**src/rtl/irq_pkg.sv**
```systemverilog
package irq_pkg;
  localparam int STAT_W      = 32;
  localparam int BUS_EVT_N   = 5;
  localparam int BIT_BUS_RST = 0;
  localparam int BIT_SOF     = 1;
  localparam int BIT_PSOF    = 2;
  localparam int BIT_SUSP    = 3;
  localparam int BIT_RESUME  = 4;
  localparam int BIT_DMA     = 7;
  localparam int EP_BASE     = 8;
  localparam int EP_MAX      = (STAT_W - EP_BASE) / 2;

  typedef enum logic {
    SEL_STATUS = 1'b0,
    SEL_REASON = 1'b1
  } reg_sel_e;

  // implemented status bits for a given endpoint count
  function automatic logic [STAT_W-1:0] stat_mask(int num_ep);
    logic [STAT_W-1:0] m;
    m = '0;
    for (int b = 0; b < BUS_EVT_N; b++) m[b] = 1'b1;
    m[BIT_DMA] = 1'b1;
    for (int n = 0; n < EP_MAX; n++) begin
      if (n < num_ep) begin
        m[EP_BASE + 2*n]     = 1'b1;
        m[EP_BASE + 2*n + 1] = 1'b1;
      end
    end
    return m;
  endfunction
endpackage

```
**src/rtl/irq_w1c_reg.sv**
```systemverilog
module irq_w1c_reg #(
  parameter int          W    = 32,
  parameter logic [W-1:0] MASK = '1
) (
  input  logic         clk_i,
  input  logic         rst_ni,
  input  logic [W-1:0] set_i,
  input  logic [W-1:0] clr_i,
  output logic [W-1:0] q_o
);
  logic [W-1:0] q_q, q_d;

  // set dominates clear so a colliding event survives
  always_comb q_d = ((q_q & ~clr_i) | set_i) & MASK;

  always_ff @(posedge clk_i or negedge rst_ni) begin
    if (!rst_ni) q_q <= '0;
    else         q_q <= q_d;
  end

  assign q_o = q_q;
endmodule

```
**src/rtl/irq_dma_reason.sv**
```systemverilog
module irq_dma_reason #(
  parameter int RW = 8
) (
  input  logic          clk_i,
  input  logic          rst_ni,
  input  logic [RW-1:0] evt_i,
  input  logic [RW-1:0] clr_i,
  input  logic          sum_q_i,
  output logic [RW-1:0] reason_o,
  output logic          sum_set_o
);
  logic [RW-1:0] reason_q;

  irq_w1c_reg #(.W(RW), .MASK({RW{1'b1}})) u_reason (
    .clk_i  (clk_i),
    .rst_ni (rst_ni),
    .set_i  (evt_i),
    .clr_i  (clr_i),
    .q_o    (reason_q)
  );

  // fresh cause, or a pending cause left behind after the summary was cleared
  assign sum_set_o = (|evt_i) | ((|reason_q) & ~sum_q_i);
  assign reason_o  = reason_q;
endmodule

```
**src/rtl/irq_src_map.sv**
```systemverilog
module irq_src_map
  import irq_pkg::*;
#(
  parameter int NUM_EP = 8
) (
  input  logic [BUS_EVT_N-1:0] bus_evt_i,
  input  logic [NUM_EP-1:0]    ep_rx_evt_i,
  input  logic [NUM_EP-1:0]    ep_tx_evt_i,
  input  logic                 dma_set_i,
  output logic [STAT_W-1:0]    set_o
);
  always_comb begin
    set_o = '0;
    set_o[BIT_BUS_RST] = bus_evt_i[BIT_BUS_RST];
    set_o[BIT_SOF]     = bus_evt_i[BIT_SOF];
    set_o[BIT_PSOF]    = bus_evt_i[BIT_PSOF];
    set_o[BIT_SUSP]    = bus_evt_i[BIT_SUSP];
    set_o[BIT_RESUME]  = bus_evt_i[BIT_RESUME];
    set_o[BIT_DMA]     = dma_set_i;
    for (int n = 0; n < NUM_EP; n++) begin
      set_o[EP_BASE + 2*n]     = ep_rx_evt_i[n];
      set_o[EP_BASE + 2*n + 1] = ep_tx_evt_i[n];
    end
  end
endmodule

```
**src/rtl/irq_status_ctrl.sv**
```systemverilog
module irq_status_ctrl
  import irq_pkg::*;
#(
  parameter int NUM_EP = 8,
  parameter int DMA_RW = 8
) (
  input  logic                 clk_i,
  input  logic                 rst_ni,
  input  logic [BUS_EVT_N-1:0] bus_evt_i,
  input  logic [NUM_EP-1:0]    ep_rx_evt_i,
  input  logic [NUM_EP-1:0]    ep_tx_evt_i,
  input  logic [DMA_RW-1:0]    dma_evt_i,
  input  logic                 reg_wr_i,
  input  logic                 reg_addr_i,
  input  logic [STAT_W-1:0]    reg_wdata_i,
  output logic [STAT_W-1:0]    reg_rdata_o,
  output logic                 irq_o
);
  localparam logic [STAT_W-1:0] STAT_MASK = stat_mask(NUM_EP);

  initial begin
    if (NUM_EP < 1 || NUM_EP > EP_MAX) $error("NUM_EP out of range");
    if (DMA_RW < 1 || DMA_RW > STAT_W) $error("DMA_RW out of range");
  end

  reg_sel_e            sel;
  logic [STAT_W-1:0]   clr_stat;
  logic [DMA_RW-1:0]   clr_reason;
  logic [STAT_W-1:0]   set_stat;
  logic [STAT_W-1:0]   status_q;
  logic [DMA_RW-1:0]   reason_q;
  logic                dma_set;
  logic [STAT_W-1:0]   reason_ext;

  assign sel = reg_sel_e'(reg_addr_i);

  always_comb begin
    clr_stat   = '0;
    clr_reason = '0;
    if (reg_wr_i) begin
      if (sel == SEL_STATUS) clr_stat   = reg_wdata_i;
      else                   clr_reason = reg_wdata_i[DMA_RW-1:0];
    end
  end

  irq_dma_reason #(.RW(DMA_RW)) u_dma (
    .clk_i     (clk_i),
    .rst_ni    (rst_ni),
    .evt_i     (dma_evt_i),
    .clr_i     (clr_reason),
    .sum_q_i   (status_q[BIT_DMA]),
    .reason_o  (reason_q),
    .sum_set_o (dma_set)
  );

  irq_src_map #(.NUM_EP(NUM_EP)) u_map (
    .bus_evt_i   (bus_evt_i),
    .ep_rx_evt_i (ep_rx_evt_i),
    .ep_tx_evt_i (ep_tx_evt_i),
    .dma_set_i   (dma_set),
    .set_o       (set_stat)
  );

  irq_w1c_reg #(.W(STAT_W), .MASK(STAT_MASK)) u_status (
    .clk_i  (clk_i),
    .rst_ni (rst_ni),
    .set_i  (set_stat),
    .clr_i  (clr_stat),
    .q_o    (status_q)
  );

  always_comb begin
    reason_ext = '0;
    reason_ext[DMA_RW-1:0] = reason_q;
  end

  assign reg_rdata_o = (sel == SEL_REASON) ? reason_ext : status_q;
  assign irq_o       = |status_q;
endmodule

```
**config.mk**
```make
export PLATFORM = sky130hd
export DESIGN_NAME = irq_status_ctrl
export DESIGN_NICKNAME = d
export VERILOG_FILES = /design/src/rtl/irq_pkg.sv /design/src/rtl/irq_w1c_reg.sv /design/src/rtl/irq_dma_reason.sv /design/src/rtl/irq_src_map.sv /design/src/rtl/irq_status_ctrl.sv
export SDC_FILE = /design/constraint.sdc
export NUM_CORES = 1
export LEC_CHECK = 0
export BUFFER_PORTS_ARGS = -buffer_cell sky130_fd_sc_hd__buf_2
export CORE_AREA = 2 2 59 72
export DETAILED_ROUTE_END_ITERATION = 12
export DIE_AREA = 0 0 61 74
export PLACE_DENSITY = 0.71
export SLEW_MARGIN = 5
export SYNTH_ARGS = -nofsm -noshare
export SYNTH_HDL_FRONTEND = slang
export SYNTH_SLANG_ARGS = --single-unit
```
**constraint.sdc**
```tcl
create_clock -name clk_i -period 1.7 [get_ports clk_i]
set_input_delay 0.34 -clock clk_i [delete_from_list [all_inputs] [get_ports clk_i]]
set_output_delay 0.34 -clock clk_i [all_outputs]
set_load 0.02 [all_outputs]
```
# Word level (Yosys, flattened, before mapping)
# Index checks and enable logic that the tools add are counted.
# totals
elab_cells,19
mem_bits_rw,0
rom_bits,0
out_inout_bits,33
ff_bits,30
mem_count,0
latchBits,0
inputBits,65
# op_classes
n_mux,5
bitwise_logic,9
n_addsub,0
multipliers,0
order_cmp,0
reduce_logical,3
n_eq_ne,0
div_mod_pow,0
shift,0
# op_table
operator,n
2-to-1 mux 24 bit,3
AND 24 bit,1
NOT 24 bit,1
OR 24 bit,1
OR reduction 22 bit,1
2-to-1 mux 8 bit,2
OR reduction 8 bit,2
AND 8 bit,1
NOT 8 bit,1
OR 8 bit,1
AND 1 bit,1
NOT 1 bit,1
OR 1 bit,1

# Longest topological paths before layout
# logic_depth
word_depth,5
depth_mapped,5
depth_no_buf,3

# Cells and area by module
# Synthesis repeated with hierarchy kept, for this count alone.
# hier_totals
hier_cells,231
area_unflattened_um2,2134.5
# modules_own_cells
module,cells_each,seq_area_each_um2,instances,area_each_um2
irq_w1c_reg (u_status),77,550.5,1,877.1
irq_status_ctrl,91,0.0,1,674.4
irq_w1c_reg (u_dma.u_reason),24,200.2,1,290.3
irq_src_map,33,0.0,1,244.0
irq_dma_reason,6,0.0,1,48.8

# Worst setup path before layout
# OpenSTA, ideal clock, no wires.
# synth_timing
path_kind,register -> output
start,"register u_status.q_q[17], in the netlist u_status.q_o[17]"
end,output port irq_o
t_required_ps,1360
path_slack_ps,-81
arrival_time_ps,1441
path_stages_with_launch,3
path_cell_list,dfrtp_1 -> or4_1 -> or4_1
# synth_via
elab_chain_cells,1
# synth_rtl
element,line,rtl
"start, declared",irq_w1c_reg.sv:11,"logic [W-1:0] q_q, q_d;"
"start signal, assigned",irq_w1c_reg.sv:18,else q_q <= q_d;
OR reduction 22 bit,irq_status_ctrl.sv:78,assign irq_o = |status_q;
"end, declared",irq_status_ctrl.sv:17,output logic irq_o
# Every way passes these cells.

# Worst setup path after layout
# layout_timing
start,"register u_status.q_q[3], in the netlist u_status.q_o[3]"
end,output port irq_o
# Same word-level chain as after synthesis.

==> flow_summary.ini <==
[placed_design]
hpwl_um = 2940
portBuffers = 81
gp_congestion = 0.746
place_worst_setup_slack_ns = -0.186

[timing]
worstMarginPinSlew_ns = 0.665
rsz0062_at_grt = yes
hold_viol = 0
fmax_mhz = 476
setup_viol = 1
finClkSkew_ns = 0.00191
postLayoutSetupSlackWorst_ns = -0.399
setup-tns-final_ns = -0.399
maxSlewViolCount = 0
min_period_ns = 2.10
relSlewSlack_pct = 55.7
period_share_pct = 123

[floorplanning]
row_count = 25
die_h_um = 74
die_w_um = 61
die-area_um2 = 4510
io_pins = 98
initial_core_util_pct = 37.8
core-area_um2 = 3850

[cts]
cts_sinks = 30
cts_max_path_buffers = 2
hold_buffers = 0
clk_pin_slew_worst_paths_ns = 0.06
h-tree-depth = 2
insertion_delay_ns = 0.28
clockRootBuffer = clkbuf_8
cts_tree = built
cts-buffers-inserted = 5

[pwr]
p_per_area_nw_per_um2 = 770
p_leak_nw = 0.979
totalPowerFinal_w = 0.00168
power_switching_w = 0.000447
comb_power_share_pct = 19.8
power.share.clock_pct = 34.1
power.internal_w = 0.00123
p_seq_share_pct = 46.1
p_sw_share_pct = 26.6
ir_drop_mv = 0.659

[logic_synthesis]
ys_types = 18
ys_seq_area_share_pct = 51.6
post_synth.cell_area_avg_um2 = 10.2
ys_ff_latch = 30
yosys_warnings = 0
synthCells = 143
syn_area_um2 = 1460

[finish]
fill_cells = 375
n_antenna_cell = 0
final_nets = 313
drive_gt1_share_pct = 49.8
syn2layout_area_growth_pct = 50.1

[routing]
drtPass1Iterations = 4
vias = 1365
detail-route-antenna-nets = 0
first_iter_violations = 33
drc = 0
wire_per_inst_um = 12.2
wirelength_um = 3690
viasPerCell = 4.50

[critical_path]
cp_num_buf_inv = 1
path_cells = nor4_2, nand4_1, or4_4, buf_6
startpoint_type = flop
worstPathMaxFanout = 2
slowest_stage = or4_4
arrival_ns = 1.76
crit_type = reg -> out
critPathCaptureType = output port
slowest_delay_ns = 0.50
critPathRequiredTime_ns = 1.36
cp_top_family = simple AND/OR/NAND/NOR gates

[global_routing]
grt_pass1_vias = 1298
gr-total-overflow = 0
track_usage_pct = 17.5
grt_max_degree = 31
grt_pass1_wl_um = 5710
antenna_found_initial = 0

[run_status]
status = complete, but fails checks
violations = negative setup slack

[hold_path]
hold_class = in -> async

[run]
cap_violations = 0
-- metrics by stage --
step                      hold slack [ns]  instances  utilization, %  area, um^2
after CTS                           0.108        303            56.5        2170
after floorplan                    0.0444        150               -        1490
after global routing                0.136        303            56.8        2180
after detailed placement            0.406        293            52.9        2040
after global placement              0.407        293            52.9        2040
final                              0.0946        303            56.8        2180
-- routing by layer --
layer | share of wire [%] | GRT usage (%)
met5 | 0 | 0
met4 | 0.70 | 6.52
met3 | 6.1 | 5.04
met2 | 53 | 30.8
met1 | 40 | 19.9
-- cells in the final DEF, fill, tap and decap left out, types with 2 or more instances in the layout --
cell,instances
buf_4,24
buf_2,79
nor2b_1,16
clkbuf_8,6
buf_6,2
or4_1,2
nor4_1,3
conb_1,8
nor4_2,4
and2_1,3
mux2_2,5
dfrtp_1,30
nand2_1,29
a21o_1,29
-- path summary, 6_finish.rpt --
| path | start | endpoint | slack (ns) | depth (start not counted) |
|---|---|---|---|---|
| max | u_status.q_o[3] | irq_o | -0.40 | 4 |
| min | rst_ni | u_dma.u_reason.q_o[1] | 0.09 | 1 |
| max reg2reg | u_status.q_o[7] | u_status.q_o[7] | 0.25 | 4 |
| min reg2reg | u_status.q_o[12] | u_status.q_o[12] | 0.49 | 1 |
| max in group asynchronous | rst_ni | u_status.q_o[15] | 1.18 | 1 |
| min in group clk_i | bus_evt_i[0] | u_status.q_o[0] | 0.24 | 2 |
-- cells in the mapped netlist (all sizes together) --
cell type,count,area share (%)
dfrtp,30,52
a21o,29,15
nand2,29,7.5
nor2b,17,7.5
buf,13,5.7
nor4,7,3.0
mux2,6,4.6
and2,3,1.3
or4,3,1.5
and3,1,0.43
clkbuf,1,0.26
conb,1,0.26
nand4,1,0.43
o211ai,1,0.52
or3,1,0.43
-- repair_timing --
| item | 4_1_cts | 5_1_grt |
|---|---|---|
| pin swaps | 3 | 0 |
| hold endpoints to repair | 0 | 0 |
| setup buffers | 2 | 1 |
| resized for setup | 6 | 3 |
| endpoints found under the setup margin | 1 | 2 |
-- flip-flops by register name, indices dropped and copies added (netlist names) --
signal and flops:
u_status.q_o 22, u_dma.u_reason.q_o 8
-- cell type report --
class	instances	area, um^2	area share, %
timing repair buffer	105	598	27.4
sequential	30	751	34.4
multi-input combinational	106	677	31.0
tap	54	67.6	3.09
clock inverter	1	5.00	0.229
clock buffer	7	86.3	3.95
-- worst reg2reg max path, cell delays in order (launching register included) --
cell and delay [ns]:
dfrtp_1 0.40, buf_4 0.15, or4_1 0.39, nor4_1 0.23, o211ai_1 0.14
-- power by group through the flow --
stage               Clock (W)  Sequential, W  Combinational [W]
floorplan                   0       0.000781           0.000172
global placement            0       0.000784           0.000326
detailed placement          0       0.000786           0.000328
CTS                  0.000589       0.000776           0.000333
global route         0.000619       0.000780           0.000364
finish               0.000573       0.000776           0.000333
-- logic make-up (layout without fill, tap and decap cells) --
logic type             after synthesis  in the layout  share of synthesized area, %
AO/OA/AOI/OAI                       30             30                          15.5
other                                1              8                         0.258
flip-flops                          30             30                          51.6
buffers and inverters               14            113                          5.93
multiplexers                         6              6                          4.64
AND/OR/NAND/NOR                     62             62                          22.1
Note: power is estimated with default switching activity, not from simulation.
